**src/rtl/dbt_pkg.sv**
```systemverilog
package dbt_pkg;
    typedef enum logic [1:0] {
        OP_ACT = 2'd0,
        OP_RD  = 2'd1,
        OP_WR  = 2'd2,
        OP_PRE = 2'd3
    } dbt_op_e;
endpackage

```
**src/rtl/dbt_act_window.sv**
```systemverilog
module dbt_act_window
    import dbt_pkg::*;
#(
    parameter int TIME_W    = 32,
    parameter int T_RRD     = 2,
    parameter int T_XAW     = 20,
    parameter int ACT_LIMIT = 4,
    localparam int PTR_W    = (ACT_LIMIT > 1) ? $clog2(ACT_LIMIT) : 1
) (
    input  logic              clk,
    input  logic              rst_n,
    input  logic [TIME_W-1:0] now,
    input  logic              act_fire,
    output logic              act_allowed
);
    typedef struct packed {
        logic [ACT_LIMIT-1:0][TIME_W-1:0] stamp;
        logic [ACT_LIMIT-1:0]             used;
        logic [PTR_W-1:0]                 wr;
        logic [TIME_W-1:0]                last;
        logic                             seen;
    } win_st_t;

    win_st_t st_d, st_q;
    logic    rrd_ok, xaw_ok;

    always_comb begin
        st_d = st_q;
        if (act_fire) begin
            st_d.stamp[st_q.wr] = now;
            st_d.used[st_q.wr]  = 1'b1;
            st_d.wr   = (st_q.wr == PTR_W'(ACT_LIMIT - 1)) ? '0 : st_q.wr + 1'b1;
            st_d.last = now;
            st_d.seen = 1'b1;
        end
    end

    always_ff @(posedge clk) begin
        if (!rst_n) st_q <= '0;
        else        st_q <= st_d;
    end

    // The slot at the write pointer holds the oldest stamp once the ring is full.
    assign rrd_ok      = !st_q.seen || (now >= st_q.last + TIME_W'(T_RRD));
    assign xaw_ok      = !st_q.used[st_q.wr] || (now >= st_q.stamp[st_q.wr] + TIME_W'(T_XAW));
    assign act_allowed = rrd_ok && xaw_ok;


    rrd_gap_chk: assert property (@(posedge clk) disable iff (!rst_n)
        act_fire |=> (T_RRD < 2) || !act_allowed);


    hist_grow_chk: assert property (@(posedge clk) disable iff (!rst_n)
        act_fire |=> ($countones(st_q.used) == ACT_LIMIT) ||
                     ($countones(st_q.used) == $countones($past(st_q.used)) + 1));
endmodule

```
**src/rtl/dbt_bank.sv**
```systemverilog
module dbt_bank
    import dbt_pkg::*;
#(
    parameter int ROW_W       = 8,
    parameter int TIME_W      = 32,
    parameter int T_RCD       = 3,
    parameter int T_RAS       = 8,
    parameter int T_RP        = 3,
    parameter int T_RTP       = 2,
    parameter int T_WR        = 4,
    parameter int T_BURST     = 2,
    parameter int MAX_ROW_ACC = 4,
    localparam int CNT_W      = $clog2(MAX_ROW_ACC + 1)
) (
    input  logic              clk,
    input  logic              rst_n,
    input  logic [TIME_W-1:0] now,
    input  logic              hit,
    input  dbt_op_e           op,
    input  logic [ROW_W-1:0]  row_in,
    input  logic              rank_act_ok,
    output logic              col_ok,
    output logic              pre_ok,
    output logic              act_ok,
    output logic              force_close,
    output logic [ROW_W-1:0]  open_row
);
    typedef struct packed {
        logic [ROW_W-1:0]  row;
        logic [TIME_W-1:0] col_at;
        logic [TIME_W-1:0] pre_at;
        logic [TIME_W-1:0] act_at;
        logic [CNT_W-1:0]  acc;
    } bank_st_t;

    bank_st_t st_d, st_q;
    logic     is_open;

    function automatic logic [TIME_W-1:0] later(input logic [TIME_W-1:0] a,
                                                input logic [TIME_W-1:0] b);
        return (a > b) ? a : b;
    endfunction

    always_comb begin
        st_d = st_q;
        if (hit) begin
            unique case (op)
                OP_ACT: begin
                    st_d.row    = row_in;
                    st_d.col_at = now + TIME_W'(T_RCD);
                    st_d.pre_at = now + TIME_W'(T_RAS);
                    st_d.acc    = '0;
                end
                OP_RD: begin
                    st_d.col_at = later(st_q.col_at, now + TIME_W'(T_BURST));
                    st_d.pre_at = later(st_q.pre_at, now + TIME_W'(T_RTP));
                    if (st_q.acc != CNT_W'(MAX_ROW_ACC)) st_d.acc = st_q.acc + 1'b1;
                end
                OP_WR: begin
                    st_d.col_at = later(st_q.col_at, now + TIME_W'(T_BURST));
                    st_d.pre_at = later(st_q.pre_at, now + TIME_W'(T_BURST + T_WR));
                    if (st_q.acc != CNT_W'(MAX_ROW_ACC)) st_d.acc = st_q.acc + 1'b1;
                end
                OP_PRE: begin
                    st_d.row    = '1;
                    st_d.act_at = now + TIME_W'(T_RP);
                    st_d.acc    = '0;
                end
                default: ;
            endcase
        end
    end

    always_ff @(posedge clk) begin
        if (!rst_n) begin
            st_q        <= '0;
            st_q.row    <= '1;
        end else begin
            st_q <= st_d;
        end
    end

    assign is_open     = (st_q.row != '1);
    assign force_close = is_open && (st_q.acc == CNT_W'(MAX_ROW_ACC));
    assign col_ok      = is_open && !force_close && (now >= st_q.col_at);
    assign pre_ok      = is_open && (now >= st_q.pre_at);
    assign act_ok      = !is_open && rank_act_ok && (now >= st_q.act_at);
    assign open_row    = st_q.row;


    open_load_chk: assert property (@(posedge clk) disable iff (!rst_n)
        (hit && op == OP_ACT) |=> open_row == $past(row_in));


    close_mark_chk: assert property (@(posedge clk) disable iff (!rst_n)
        (hit && op == OP_PRE) |=> open_row == '1);


    act_col_block_chk: assert property (@(posedge clk) disable iff (!rst_n)
        (hit && op == OP_ACT) |=> (T_RCD < 2) || !col_ok);


    pre_act_block_chk: assert property (@(posedge clk) disable iff (!rst_n)
        (hit && op == OP_PRE) |=> (T_RP < 2) || !act_ok);


    force_hold_chk: assert property (@(posedge clk) disable iff (!rst_n)
        force_close |=> force_close || $past(hit && (op == OP_PRE || op == OP_ACT)));
endmodule

```
**src/rtl/dram_bank_tracker.sv**
```systemverilog
module dram_bank_tracker
    import dbt_pkg::*;
#(
    parameter int NUM_RANKS      = 2,
    parameter int BANKS_PER_RANK = 4,
    parameter int ROW_W          = 8,
    parameter int TIME_W         = 32,
    parameter int T_RCD          = 3,
    parameter int T_RAS          = 8,
    parameter int T_RP           = 3,
    parameter int T_RRD          = 2,
    parameter int T_XAW          = 20,
    parameter int ACT_LIMIT      = 4,
    parameter int T_RTP          = 2,
    parameter int T_WR           = 4,
    parameter int T_BURST        = 2,
    parameter int MAX_ROW_ACC    = 4,
    localparam int NUM_BANKS     = NUM_RANKS * BANKS_PER_RANK,
    localparam int RANK_W        = (NUM_RANKS > 1) ? $clog2(NUM_RANKS) : 1,
    localparam int BANK_W        = (BANKS_PER_RANK > 1) ? $clog2(BANKS_PER_RANK) : 1
) (
    input  logic                       clk,
    input  logic                       rst_n,
    input  logic [TIME_W-1:0]          now,
    input  logic                       cmd_valid,
    input  logic [1:0]                 cmd_op,
    input  logic [RANK_W-1:0]          cmd_rank,
    input  logic [BANK_W-1:0]          cmd_bank,
    input  logic [ROW_W-1:0]           cmd_row,
    output logic [NUM_BANKS-1:0]       col_ok,
    output logic [NUM_BANKS-1:0]       pre_ok,
    output logic [NUM_BANKS-1:0]       act_ok,
    output logic [NUM_BANKS-1:0]       force_close,
    output logic [NUM_BANKS*ROW_W-1:0] open_row
);
    dbt_op_e              op_e;
    logic [NUM_BANKS-1:0] hit_vec;
    logic [NUM_RANKS-1:0] rank_ok;

    assign op_e = dbt_op_e'(cmd_op);

    for (genvar r = 0; r < NUM_RANKS; r++) begin : g_rank
        logic rank_hit;
        assign rank_hit = cmd_valid && (cmd_rank == RANK_W'(r));

        dbt_act_window #(
            .TIME_W    (TIME_W),
            .T_RRD     (T_RRD),
            .T_XAW     (T_XAW),
            .ACT_LIMIT (ACT_LIMIT)
        ) u_win (
            .clk         (clk),
            .rst_n       (rst_n),
            .now         (now),
            .act_fire    (rank_hit && op_e == OP_ACT),
            .act_allowed (rank_ok[r])
        );

        for (genvar b = 0; b < BANKS_PER_RANK; b++) begin : g_bank
            localparam int IDX = r * BANKS_PER_RANK + b;
            assign hit_vec[IDX] = rank_hit && (cmd_bank == BANK_W'(b));

            dbt_bank #(
                .ROW_W       (ROW_W),
                .TIME_W      (TIME_W),
                .T_RCD       (T_RCD),
                .T_RAS       (T_RAS),
                .T_RP        (T_RP),
                .T_RTP       (T_RTP),
                .T_WR        (T_WR),
                .T_BURST     (T_BURST),
                .MAX_ROW_ACC (MAX_ROW_ACC)
            ) u_bank (
                .clk         (clk),
                .rst_n       (rst_n),
                .now         (now),
                .hit         (hit_vec[IDX]),
                .op          (op_e),
                .row_in      (cmd_row),
                .rank_act_ok (rank_ok[r]),
                .col_ok      (col_ok[IDX]),
                .pre_ok      (pre_ok[IDX]),
                .act_ok      (act_ok[IDX]),
                .force_close (force_close[IDX]),
                .open_row    (open_row[IDX*ROW_W +: ROW_W])
            );
        end
    end


    one_target_chk: assert property (@(posedge clk) disable iff (!rst_n)
        $onehot0(hit_vec));


    rank_block_chk: assert property (@(posedge clk) disable iff (!rst_n)
        (cmd_valid && op_e == OP_ACT) |=> (T_RRD < 2) ||
            !(act_ok[$past(cmd_rank) * BANKS_PER_RANK +: BANKS_PER_RANK] != '0));
endmodule

```
**config.mk**
```make
export PLATFORM = sky130hd
export DESIGN_NAME = dram_bank_tracker
export DESIGN_NICKNAME = d
export VERILOG_FILES = /design/src/rtl/dbt_pkg.sv /design/src/rtl/dbt_act_window.sv /design/src/rtl/dbt_bank.sv /design/src/rtl/dram_bank_tracker.sv
export SDC_FILE = /design/constraint.sdc
export NUM_CORES = 2
export LEC_CHECK = 0
export ABC_CLOCK_PERIOD_IN_PS = 7900
export BUFFER_PORTS_ARGS = -buffer_cell sky130_fd_sc_hd__buf_2
export CAP_MARGIN = 0
export CORE_AREA = 2 2 427 429
export CTS_BUF_LIST = sky130_fd_sc_hd__clkbuf_2 sky130_fd_sc_hd__clkbuf_4 sky130_fd_sc_hd__clkbuf_8
export DETAILED_ROUTE_END_ITERATION = 10
export DIE_AREA = 0 0 429 431
export GPL_TIMING_DRIVEN = 0
export PLACE_DENSITY_LB_ADDON = 0.2
export SETUP_SLACK_MARGIN = 0.1
export SLEW_MARGIN = 20
export SYNTH_ARGS = -nofsm -noshare
export SYNTH_HDL_FRONTEND = slang
export SYNTH_SLANG_ARGS = --single-unit
```
**constraint.sdc**
```tcl
create_clock -name clk -period 7.9 [get_ports clk]
set_input_delay 0.395 -clock clk [delete_from_list [all_inputs] [get_ports clk]]
set_output_delay 0.395 -clock clk [all_outputs]
set_load 0.1 [all_outputs]
```
==> reports/metrics.csv <==
metric;value;unit
postSynthAreaPerCell;8.26;um^2
fmax;129;MHz
synth-edff-count;0;
top_level_ports;144;
clock_latency;1120;ps
ys_ff_latch;1190;
synth.most_common_cell;ha_1;
grt.overflow.total;0;
netlist.area_leader.share;0.266;
die_h;431;um
slew_headroom;0.0830;
drt_iter0_drc;11800;
synth_top_family_by_area;adder cells;
die_w;429;um
skew;82.8;ps
vias_per_cell;6.63;
async_flop_share;0;
fill_cells;16500;
syn_nets;12600;
clockRootBuffer;clkbuf_8;
htreeDepth;4;
synth_common_cells;ha_1 (1,686), nand2_1 (1,423), dfxtp_1 (1,190);
grt_use_total;0.442;
maxCapViolations;0;
total_power;0.0164;W
yosys_most_used_dff;dfxtp_1;
cts_tree;built;
power.leakage;41.4;nW
cts.sinks;1190;
synth-xor-area-share;0.0221;
antenna_found_initial;40;
peakVddDrop;0.000179;V
synth_compound_gate_area_share;0.195;
area_growth;13.3;%
synth_fa_ha_area_frac;0.236;
hold_viol;0;
grt_pass1_wl;594;mm
layoutNonFillerInstCount;13900;
cts_setup_buffers;0;
core.rowCount;156;
ant_nets;0;
drt-total-wl;423;mm
place.port_buffers;142;
yosysTopAreaCell;dfxtp_1;
run_status;finished clean;
design.core.area;0.180;mm^2
grt_pass1_vias;85900;
grt_max_degree;29;
vias;92500;
yosysSeqAreaShare;0.266;
drive_above_1_share;0.0984;
initial_core_util;0.497;
cts_max_path_buffers;3;
setup_viol;0;
fin_hold_ws;80.8;ps
yosys-top-cells-area;dfxtp_1 (27%), ha_1 (24%), nand2_1 (6.0%), a21oi_1 (5.3%), inv_1 (3.6%);
placedCellCount;13500;
start_kind;input pin;
die_area;0.185;mm^2
cts_buffers;212;
crit_fanout;21;
synth_cells;10800;
synthSimpleGateAreaFrac;0.165;
post-route-util;0.563;
muxShareOfSynthArea;0.0474;
p_per_area;162;mW/mm^2
r2r_setup_slack;3660;ps
wl_per_cell;30.4;um
crit_type;in2reg;
place_hpwl;308;mm
dpl_cell_area;0.0964;mm^2
drc_errors;0;
drt-pass1-iter-count;7;
finalMaxSlewViolations;0;
routabilityCongestion;1.04;
syn_area;0.0895;mm^2
rsz0062_at_grt;no;
required;8910;ps
endpoint_kind;flop;
clkTransAtPathRegs;70;ps
yosysWarnings;0;
tightestPinTransition;1370;ps
ys_types;101;
fin_nets;13100;
timing.final.crit_share;0.979;
arrival;8740;ps
fin_area;0.101;mm^2
hp-class;in2reg;
layout_min_cycle_time;7730;ps
## kinds of logic after synthesis
group / count (synthesis)
AOI/OAI and AO/OA: 2705
xor gates and xnor gates: 219
adders and majority gates: 1687
buffers and inverters: 1490
DFF: 1190
muxes: 341
and+or+nand+nor: 3207
## placed cells by master, fill, tap and decap left out, types with 137 or more instances in the layout
master and n:
mux2i_1 271, a21o_1 250, inv_1 827, buf_2 167
nand3_1 207, clkbuf_8 269, nor3_1 146, o21ai_0 391
ha_1 1686, buf_4 158, nand2_1 1422, nor2_1 637
dfxtp_1 1190, a21oi_1 953, clkbuf_1 401, nand4_1 329
a211oi_1 336, o211ai_1 137
## stage by stage
step                      setup slack [ps]  setup TNS [ps]
after global routing                   171               0
final                                  167               0
after floorplan                       3390               0
after CTS                              426               0
after global placement               -1820         -650670
after detailed placement              71.1               0
## state kept, by name, summed over array words and instances (netlist names)
| name | cells |
|---|---|
| g_rank.g_bank.u_bank.st_q | 792 |
| g_rank.u_win.st_q | 334 |
| g_rank.g_bank.u_bank.open_row | 64 |
## worst paths after layout
path                                             from                             endpoint  depth (start not counted)
hold / removal                              cmd_valid   g_rank[1].g_bank[1].u_bank.st_q[2]                          5
hold reg to reg             g_rank[0].u_win.st_q[120]            g_rank[0].u_win.st_q[120]                          2
setup / recovery                              now[19]  g_rank[1].g_bank[3].u_bank.st_q[76]                         18
setup reg to reg  g_rank[1].g_bank[3].u_bank.st_q[94]  g_rank[1].g_bank[3].u_bank.st_q[76]                          9
## critical path: stages
cell      delay, ps
buf_4           380
buf_16          360
clkbuf_1        930
and4_1          470
nand4_1         230
nor3_1          290
xor2_1         1080
inv_2           520
buf_12          350
ha_1            290
nand2_1          80
nor4_2          740
nand4_1         220
o22ai_1         590
nor3_2          260
o31ai_1         710
clkbuf_1        480
a22o_1          230
## where the power goes
part	total (W)	internal [W]	switching, W
Sequential	0.00619	0.00610	0.0000939
Combinational	0.00355	0.00101	0.00255
Clock	0.00668	0.00363	0.00305
Total	0.0164	0.0107	0.00569
## area by class of cell
type | count | area [um^2] | share of cell area
Multi-Input combinational cell | 8159 | 60300 | 0.594
Sequential cell | 1190 | 23800 | 0.235
Clock buffer | 340 | 4240 | 0.0418
Timing Repair Buffer | 305 | 3330 | 0.0328
Inverter | 859 | 3230 | 0.0319
Tap cell | 2370 | 2970 | 0.0292
Buffer | 631 | 2890 | 0.0285
Clock inverter | 49 | 563 | 0.00555
Antenna cell | 44 | 110 | 0.00109
## routing by layer
| metal | wire [um] | global-route usage |
|---|---|---|
| met1 | 156000 | 0.531 |
| met4 | 42400 | 0.369 |
| met2 | 167000 | 0.627 |
| met3 | 57600 | 0.159 |
| met5 | 336 | 0.00442 |
## what timing repair did
action / 4_1_cts / 5_1_grt
endpoints found under the hold margin: 64 / 0
gates resized for setup: 1 / 0
setup endpoints to repair: 1 / 0
hold buffers: 8 / 0
Power figures use the tool's default switching activity.
